<file path="config.mk">
export PLATFORM = sky130hd
export DESIGN_NAME = eid_detector
export DESIGN_NICKNAME = d
export VERILOG_FILES = /design/src/rtl/eid_pkg.sv /design/src/rtl/eid_rst_sync.sv /design/src/rtl/eid_pin_sync.sv /design/src/rtl/eid_src_cell.sv /design/src/rtl/eid_detector.sv
export SDC_FILE = /design/constraint.sdc
export NUM_CORES = 1
export LEC_CHECK = 0
export BUFFER_PORTS_ARGS = -buffer_cell sky130_fd_sc_hd__buf_2
export CAP_MARGIN = 20
export CELL_PAD_IN_SITES_DETAIL_PLACEMENT = 0
export CELL_PAD_IN_SITES_GLOBAL_PLACEMENT = 2
export CORE_AREA = 4 4 58 86
export CTS_CLUSTER_DIAMETER = 80
export DETAILED_ROUTE_END_ITERATION = 6
export DIE_AREA = 0 0 62 90
export PLACE_DENSITY = 0.77
export SYNTH_ARGS = -nofsm -noshare
export SYNTH_HDL_FRONTEND = slang
export SYNTH_HIERARCHICAL = 1
export SYNTH_SLANG_ARGS = --single-unit
</file>
<file path="constraint.sdc">
create_clock -name clk -period 1.7 [get_ports clk]
set_input_delay 0.255 -clock clk [delete_from_list [all_inputs] [get_ports clk]]
set_output_delay 0.255 -clock clk [all_outputs]
set_load 0.02 [all_outputs]
</file>
<file path="src/rtl/eid_pkg.sv">
package eid_pkg;
  localparam int unsigned SYNC_STAGES = 2;
  typedef enum logic {
    SENSE_EDGE  = 1'b0,
    SENSE_LEVEL = 1'b1
  } sense_e;
endpackage

</file>
<file path="src/rtl/eid_rst_sync.sv">
module eid_rst_sync #(
  parameter int unsigned STAGES = 2
) (
  input  logic clk,
  input  logic rst_n,
  output logic rst_n_sync
);
  logic [STAGES-1:0] chain_q;
  logic [STAGES-1:0] chain_d;

  always_comb begin
    chain_d = {chain_q[STAGES-2:0], 1'b1};
  end

  always_ff @(posedge clk or negedge rst_n) begin
    if (!rst_n) chain_q <= '0;
    else        chain_q <= chain_d;
  end

  assign rst_n_sync = chain_q[STAGES-1];
endmodule

</file>
<file path="src/rtl/eid_pin_sync.sv">
module eid_pin_sync #(
  parameter int unsigned WIDTH  = 9,
  parameter int unsigned STAGES = 2
) (
  input  logic             clk,
  input  logic             rst_n,
  input  logic [WIDTH-1:0] raw,
  output logic [WIDTH-1:0] synced
);
  logic [WIDTH-1:0] stg_q [STAGES];
  logic [WIDTH-1:0] stg_d [STAGES];

  always_comb begin
    stg_d[0] = raw;
  end

  for (genvar k = 1; k < STAGES; k++) begin : g_stage
    always_comb begin
      stg_d[k] = stg_q[k-1];
    end
  end

  for (genvar k = 0; k < STAGES; k++) begin : g_reg
    always_ff @(posedge clk or negedge rst_n) begin
      if (!rst_n) stg_q[k] <= '1;
      else        stg_q[k] <= stg_d[k];
    end
  end

  assign synced = stg_q[STAGES-1];
endmodule

</file>
<file path="src/rtl/eid_src_cell.sv">
module eid_src_cell
  import eid_pkg::*;
(
  input  logic   clk,
  input  logic   rst_n,
  input  logic   pin_s,
  input  logic   enable,
  input  sense_e sense,
  input  logic   ack,
  output logic   pend,
  output logic   lvl_act
);
  logic prev_q, prev_d;
  logic pend_q, pend_d, pend_ce;
  logic fall;

  always_comb begin
    prev_d  = pin_s;
    fall    = enable & prev_q & ~pin_s;
    // a new edge outranks a simultaneous acknowledge
    if (!enable)   pend_d = 1'b0;
    else if (fall) pend_d = 1'b1;
    else if (ack)  pend_d = 1'b0;
    else           pend_d = pend_q;
    pend_ce = (pend_d != pend_q);
    lvl_act = enable & (sense == SENSE_LEVEL) & ~pin_s;
  end

  always_ff @(posedge clk or negedge rst_n) begin
    if (!rst_n) begin
      prev_q <= 1'b1;
      pend_q <= 1'b0;
    end else begin
      prev_q <= prev_d;
      if (pend_ce) pend_q <= pend_d;
    end
  end

  assign pend = pend_q;
endmodule

</file>
<file path="src/rtl/eid_detector.sv">
module eid_detector
  import eid_pkg::*;
#(
  parameter int unsigned NPORT = 8
) (
  input  logic             clk,
  input  logic             rst_n,
  input  logic             irq_pin_n,
  input  logic [NPORT-1:0] port_pin,
  input  logic             sense_lvl,
  input  logic [NPORT-1:0] port_sel,
  input  logic             ack,
  output logic             irq_req,
  output logic [NPORT:0]   src_flag
);
  localparam int unsigned NSRC = NPORT + 1;

  logic            rst_n_i;
  logic [NSRC-1:0] raw_all, sync_all, en_all, pend_all, lvl_all;
  sense_e          sense;

  assign raw_all = {port_pin, irq_pin_n};
  assign en_all  = {port_sel, 1'b1};
  assign sense   = sense_e'(sense_lvl);

  eid_rst_sync #(.STAGES(SYNC_STAGES)) u_rst (
    .clk(clk), .rst_n(rst_n), .rst_n_sync(rst_n_i)
  );

  eid_pin_sync #(.WIDTH(NSRC), .STAGES(SYNC_STAGES)) u_sync (
    .clk(clk), .rst_n(rst_n_i), .raw(raw_all), .synced(sync_all)
  );

  for (genvar i = 0; i < NSRC; i++) begin : g_src
    eid_src_cell u_cell (
      .clk(clk), .rst_n(rst_n_i), .pin_s(sync_all[i]), .enable(en_all[i]),
      .sense(sense), .ack(ack), .pend(pend_all[i]), .lvl_act(lvl_all[i])
    );
  end

  always_comb begin
    irq_req  = (|pend_all) | (|lvl_all);
    src_flag = pend_all;
  end
endmodule

</file>
; ---- Word level (Yosys, flattened, before mapping)
; Index checks and enable logic that the tools add are counted.
[totals]
ff_bits = 38
in_bits = 21
elab_cells = 102
out_inout_bits = 10
[op_classes]
reduce_logical = 2
bitwise_logic = 44
n_mux = 26
n_eq_ne = 9
[ops]
columns = operator, count
row1 = $and A1 B1 Y1, 34
row2 = $mux W1, 26
row3 = $reduce_or A9 Y1, 2
row4 = $ne A1 B1 Y1, 9
row5 = $not A1 Y1, 9
row6 = $or A1 B1 Y1, 1

; ---- Logic depth before layout (Yosys ltp)
; Gate-level depths: netlist (run 1).
[depth]
depth_word = 5
mapped_depth = 4
ltp_nobuf = 4

; ---- By module
; The synthesis (run 1) kept the hierarchy.
[by_module_without_submodules]
columns = module, seq_area_each_um2, area_per_inst_um2, cells_each, instances
row1 = eid_src_cell, 51.3, 83.8, 6, 9
row2 = eid_pin_sync, 473.0, 473.0, 18, 1
row3 = eid_rst_sync, 50.0, 53.8, 3, 1
row4 = eid_detector, 0.0, 42.5, 7, 1

; ---- Least setup slack after synthesis (run 1)
; No wires, ideal clock.
[synth_timing]
kind = register to output
startpoint = reg u_sync.stg_q (netlist bit u_sync/synced[0])
endpoint = out irq_req
setup_slack_ns = -0.183
required_time_ns = 1.445
t_arrival_ns = 1.628
path_buffers = 0
stages_incl_launch_ff = 4
path_cell_list = dfstp_2 > and3b_1 > or4_1 > or4_1
[synth_via]
elab_chain_len = 4
[synth_lines]
columns = element, line
row1 = from (decl), eid_pin_sync.sv:10  ; logic [WIDTH-1:0] stg_q [STAGES];
row2 = "from (signal, indexed assignment)", eid_pin_sync.sv:26  ; else stg_q[k] <= stg_d[k];
row3 = $not A1 Y1, eid_src_cell.sv:26  ; lvl_act = enable & (sense == SENSE_LEVEL) & ~pin_s;
row4 = $and A1 B1 Y1, eid_src_cell.sv:26
row5 = named net lvl_all[0], eid_detector.sv:19  ; logic [NSRC-1:0] raw_all, sync_all, en_all, pend_all, lvl_all;
row6 = $reduce_or A9 Y1, eid_detector.sv:42  ; irq_req = (|pend_all) | (|lvl_all);
row7 = $or A1 B1 Y1, eid_detector.sv:42
row8 = to (decl), eid_detector.sv:13  ; output logic irq_req,
; The timed path passes the listed nets, and every way through them passes these cells.

; ---- Worst setup path after layout (run 1)
; Same ends and word-level chain as after synthesis.

==> metrics, run 1 <==
Initial Utilization 0.312; Final Hold Vio Count 0; DIE HEIGHT 90 um; post-synthesis sequential area ratio 0.744; most frequent cell after synthesis dfstp_2; Ports 31; Global Route Usage Sum 0.0989; pin count of the biggest net entering global routing 29; CTS H-tree depth 2; Max clock buf depth 2; status complete, but fails checks; Via density 4.41; Post-route DRC 0; Post-Route Utilization 0.419; vias in the first global route 877; period utilisation layout 1.34; # setup viols final 1; FMAX 0.439 GHz; Worst Path Arrival 2020 ps; Post-synth EDFFs 0; clk_skew 4.01 ps; share of layout cells above drive strength 1 0.669; dominant synthesized flop cell dfstp_2; P_leak 0.000833 uW; Rows 29; nets 156; Power Density 996 mW/mm^2; Num CTS Buffers 5; Slew Limit Fails 0; remaining global-route overflow 0; DRT antenna net count 0; PortBufs 30; Worst-Skew Late Latency 280 ps; Detailed Route WL 2.39 mm; Post-synth top cells dfstp_2, nand2b_1, dfrtp_1, a21boi_2, and3b_1; clk sinks 38; filler instances 399; Worst setup SP type register; Die Wd 62 um; distinct cell type count after synthesis 9; post-DP HPWL 1.88 mm; Post-Syn Area 0.00132 sq mm; area share of the largest cell type after synthesis 0.536; Reg clk slew, reported paths 70 ps; unrepaired setup endpoints after global routing true; area grow syn2layout 34.5%; largest cells by area after synthesis dfstp_2, dfrtp_1, nand2b_1, a21boi_2, and3b_1; Tmin final 2280 ps; Worst setup EP type primary output; Final GP Congestion 0.693; synthesized netlist cell count 82; Post-synth ARST share 1.00; Setup WS pre-CTS -319 ps; WL/cell 13.1 um; worst vdd ir 0.681 mV; Synth area leader dfstp_2; crit path kind reg2out; HP Class in2reg; failing checks negative setup slack; first-pass GRT wire length 3.93 mm; CORE AREA 0.00425 sq mm; Clk Tree Root Cell clkbuf_8; die area 0.00558 sq mm; synthesized flop and latch total 38; Max Fanout on Critical Path 2; First-pass DRT Iterations 4; initial antenna violation count 0; setup bufs post-CTS 0; maxcap violations 0; 1st-iter DRT viols 7; TritonCTS clock tree done; Required @ worst endpoint 1440 ps; Ys Warns 6; Vias 802; worst setup margin -579 ps; n_diodes 0; Mean Syn Cell Area 16.1 sq um
-- cell families (layout without fill, tap and decap cells) --
logic type	Yosys count	after routing	synth area share
compound gates	9	9	0.0766
simple gates	33	33	0.174
flops	38	38	0.744
other cells	2	3	0.00567
buf+inv	0	53	0
-- per-stage QoR --
stage | power, uW | hold WS [ps] | area, sq um | setup TNS, ps | instances
4_1_cts | 1800 | 54.2 | 1760 | -590 | 182
6_report | 1770 | 68.1 | 1780 | -579 | 182
3_3_place_gp | 1170 | 41.0 | 1660 | -326 | 173
3_5_place_dp | 1170 | 42.0 | 1660 | -319 | 173
2_1_floorplan | 1080 | -40.6 | 1330 | -99.9 | 83
5_1_grt | 1860 | 49.6 | 1780 | -631 | 182
-- critical path: stages, from the launching register on --
cell and delay (ps):
dfstp_2 530, and3b_1 160, or4_4 420, or4_4 490, buf_6 150
-- flip-flops by register name (all words and copies together) (netlist names) --
register             flops
u_sync/synced            9
g_src.u_cell/pend        9
g_src.u_cell/prev_q      9
u_sync/stg_d             9
u_rst/chain_q            2
-- where the power goes --
group          leakage, uW  switching, uW  total [uW]  internal [uW]
Clock            0.0000482            282         609            327
Combinational     0.000358           75.0         164           88.7
Sequential        0.000427           23.8        1000            976
Total             0.000833            381        1770           1390
-- repair_timing --
item | 4_1_cts | 5_1_grt
pin swaps | 0 | 3
hold buffers | 1 | 0
endpoints found under the hold margin | 2 | 0
endpoints found under the setup margin | 1 | 1
gates resized for setup | 1 | 4
-- path summary, 6_finish.rpt --
path / from / end / slack (ps) / depth (start not counted)
setup / recovery: u_sync/synced[0] / irq_req / -580 / 4
hold / removal: irq_pin_n / u_sync/stg_d[0] / 70 / 1
setup reg to reg: u_sync/synced[7] / g_src[7].u_cell/pend / 800 / 3
hold reg to reg: u_rst/chain_q[1] / g_src[8].u_cell/pend / 160 / 0
max in group asynchronous: u_rst/chain_q[1] / u_sync/stg_d[1] / 990 / 1
min in group asynchronous: u_rst/chain_q[1] / g_src[8].u_cell/pend / 160 / 0
-- final cells by class --
cell class                      instances  area (sq um)  area share
Clock buffer                            7          86.3      0.0485
Clock inverter                          1          5.00     0.00281
Multi-Input combinational cell         45           363       0.204
Sequential cell                        38           985       0.553
Tap cell                               46          57.6      0.0323
Timing Repair Buffer                   45           284       0.160
-- routing by layer --
layer / track usage / wire length [um] / vias up
met2: 0.161 / 1350 / 22
met3: 0.0473 / 190 / 5
met4: 0.0478 / 58 / 0
met5: 0 / 0 / -
li1: - / - / 381
met1: 0.101 / 792 / 394
-- layout by cell type (no fill, tap or decap) --
cell	count
clkinv_2	1
dfrtp_1	11
buf_4	13
buf_2	29
and3b_1	9
clkbuf_8	6
buf_12	1
nand3_1	1
clkbuf_1	1
buf_6	1
dlygate4sd3_1	1
a21boi_2	9
nand2b_1	18
nor4_2	2
conb_1	3
nor4_1	1
or4_4	2
dfstp_2	27
No activity file was read; power rests on OpenSTA's default activity.
==> inputs of run 2 (changes only) <==
ABC_AREA = 1   (was default)
CORE_AREA = 4 4 61 90   (was 4 4 58 86)
DIE_AREA = 0 0 65 94   (was 0 0 62 90)
==> metrics, run 2 <==
status completed; Int Pwr 1360 uW (-2.4%); # setup viols final 0 (-1); most frequent cell after synthesis dfstp_2; pin count of the biggest net entering global routing 37 (+28%); 1st-iter DRT viols 13 (+6); Post-Syn Area 0.00132 sq mm (-0.47%); vias in the first global route 971 (+11%); Tot Pwr 1750 uW (-1.3%); PortBufs 30 (unchanged); post-route cell area 0.00169 sq mm (-5.1%); Fin Hold WS 69.7 ps (+1.55 ps); routing usage on met3 0.0395 (-0.00776); area grow syn2layout 28.3%; P_leak 0.000871 uW (+4.6%); area share of the largest cell type after synthesis 0.538 (+0.00254); Detailed Route WL 2.37 mm (-0.75%); met2 Track Usage GR 0.157 (-0.00377); CTS H-tree depth 2 (unchanged); Ys Warns 6 (unchanged); n_diodes 0 (unchanged); commonest non-fill, non-tap cell in the layout buf_2; clk sinks 38 (unchanged); Post-synth top cells dfstp_2, nand2_1, nand3_1, nor2_1, inv_1; FMAX 0.611 GHz (+39%); unrepaired setup endpoints after global routing true; Via density 3.92 (-11%); first-pass GRT wire length 4.16 mm (+5.8%); Net Sw Frac 0.224 (+0.00867); M1 GR Usage 0.0872 (-0.0139); Power Density 1040 mW/mm^2 (+4.0%); share of layout cells above drive strength 1 0.426 (-0.243); Mean Syn Cell Area 11.1 sq um (-31%); Max clock buf depth 2 (unchanged); Final GP Congestion 0.708 (+2.2%); crit path kind reg2out; most frequent cells in the layout buf_2, dfstp_2, nand2_1; post-synthesis sequential area ratio 0.747 (+0.00353); Worst setup EP type primary output; Worst setup SP type register; Tmin final 1640 ps (-642 ps); Final Hold Vio Count 0 (unchanged); TritonCTS clock tree done; Reg clk slew, reported paths 70 ps (about the same); combinational share of power 0.081 (-0.011); synthesized flop and latch total 38 (unchanged); Cell Count Post-Placement 218 (+26%); synthesized netlist cell count 119 (+45%); DIE HEIGHT 94 um (+4.4%); period utilisation layout 0.963 (-0.378); DRT antenna net count 0 (unchanged); Slew Limit Fails 0 (unchanged); Num CTS Buffers 5 (unchanged); GRT busiest layer met2; area post-placement 0.00157 sq mm (-5.5%); maxcap violations 0 (unchanged); Synth area leader dfstp_2; Required @ worst endpoint 1440 ps (about the same); WL/cell 10.4 um (-21%); Post-synth ARST share 1.00 (unchanged); Post-Route Utilization 0.354 (-0.0651); filler instances 496 (+24%); Max Fanout on Critical Path 3 (+1); worst vdd ir 0.436 mV (-36%); clk_skew 4.70 ps (+0.690 ps); Die Wd 65 um (+4.8%); die area 0.00611 sq mm (+9.5%); remaining global-route overflow 0 (unchanged); Global Route Usage Sum 0.0906 (-0.00833); initial antenna violation count 0 (unchanged); Initial Utilization 0.276 (-0.0357); FF-to-FF Start u_sync/synced[1]; Clk Tree Root Cell clkbuf_8; CORE AREA 0.00477 sq mm (+12%); CP endpoint irq_req; Worst-Skew Late Latency 280 ps (about the same); distinct cell type count after synthesis 9 (unchanged); Seq pwr share 0.572 (+0.008); Post-synth EDFFs 0 (unchanged); Post-route DRC 0 (unchanged); Clock power frac 0.347 (+0.003); Worst Setup SP u_sync/synced[5]; worst r2r dst g_src[1].u_cell/pend; NetSw 392 uW (+2.7%); dominant synthesized flop cell dfstp_2; reg2reg path depth 3 (unchanged); Worst Path Arrival 1380 ps (-640 ps); First-pass DRT Iterations 2 (-2); HP Class in2reg; Layout Cells excl Fill 228 (+25%); Rows 31 (+6.9%); nets 182 (+17%); Vias 894 (+11%); largest cells by area after synthesis dfstp_2, dfrtp_1, nand3_1, nand2_1, nor2_1; Ports 31 (unchanged); reg-to-reg setup timing slack 900 ps (+100 ps)
run 2: worst max-delay path: stages, from the launching register on:
cell and delay, ps:
dfstp_2 540, nor2_1 50, nor2_1 90, nand2_1 80, nor2_2 130, nand3_2 80
buf_6 140
run 2: power by group through the flow:
stage	combinational [uW]	clock (uW)	sequential, uW
floorplan	44.1	0	1040
global placement	133	0	1010
detailed placement	136	0	1020
CTS	138	642	1000
global route	162	685	1010
finish	142	607	1000
run 2: cell type report:
class	instances	area, sq um	area share
multi-input combinational	65	283	0.167
sequential	38	985	0.583
clock inverter	1	5.00	0.00296
inverter	18	67.6	0.0400
timing repair buffer	33	181	0.107
tap	66	82.6	0.0489
clock buffer	7	86.3	0.0511
run 2: layer usage:
metal,vias up,wire [um]
met1,434,882
li1,437,-
met3,4,174
met2,19,1260
met5,-,0
met4,0,48
run 2: worst min-delay path by stage:
stage	from	to	slack, ps	depth (start not counted)
3_5_place_dp	rst_n	u_rst/chain_q[0]	40	1
6_report	port_pin[4]	u_sync/stg_d[5]	70	1
5_1_grt	port_pin[5]	u_sync/stg_d[6]	40	1
4_1_cts	port_pin[1]	u_sync/stg_d[2]	50	1
3_3_place_gp	rst_n	u_rst/chain_q[0]	40	1
2_1_floorplan	rst_n	u_rst/chain_q[0]	-40	0
run 2: logic make-up after synthesis:
kind of cell | synth area share
buffers and inverters | 0.0513
flip-flops | 0.747
other | 0.00570
AND/OR/NAND/NOR | 0.196
run 2: through the flow:
| step | TNS [ps] | setup slack, ps |
|---|---|---|
| 2_1_floorplan | 0 | 484 |
| 3_3_place_gp | 0 | 377 |
| 3_5_place_dp | 0 | 354 |
| 4_1_cts | 0 | 40.8 |
| 5_1_grt | -48.6 | -48.6 |
| 6_report | 0 | 62.9 |
run 2: repair_timing:
item | in CTS | in global routing
setup endpoints to repair | 0 | 1
setup buffers | 0 | 1
endpoints found under the hold margin | 2 | 0
gates resized for setup | 0 | 5
hold buffers | 1 | 0
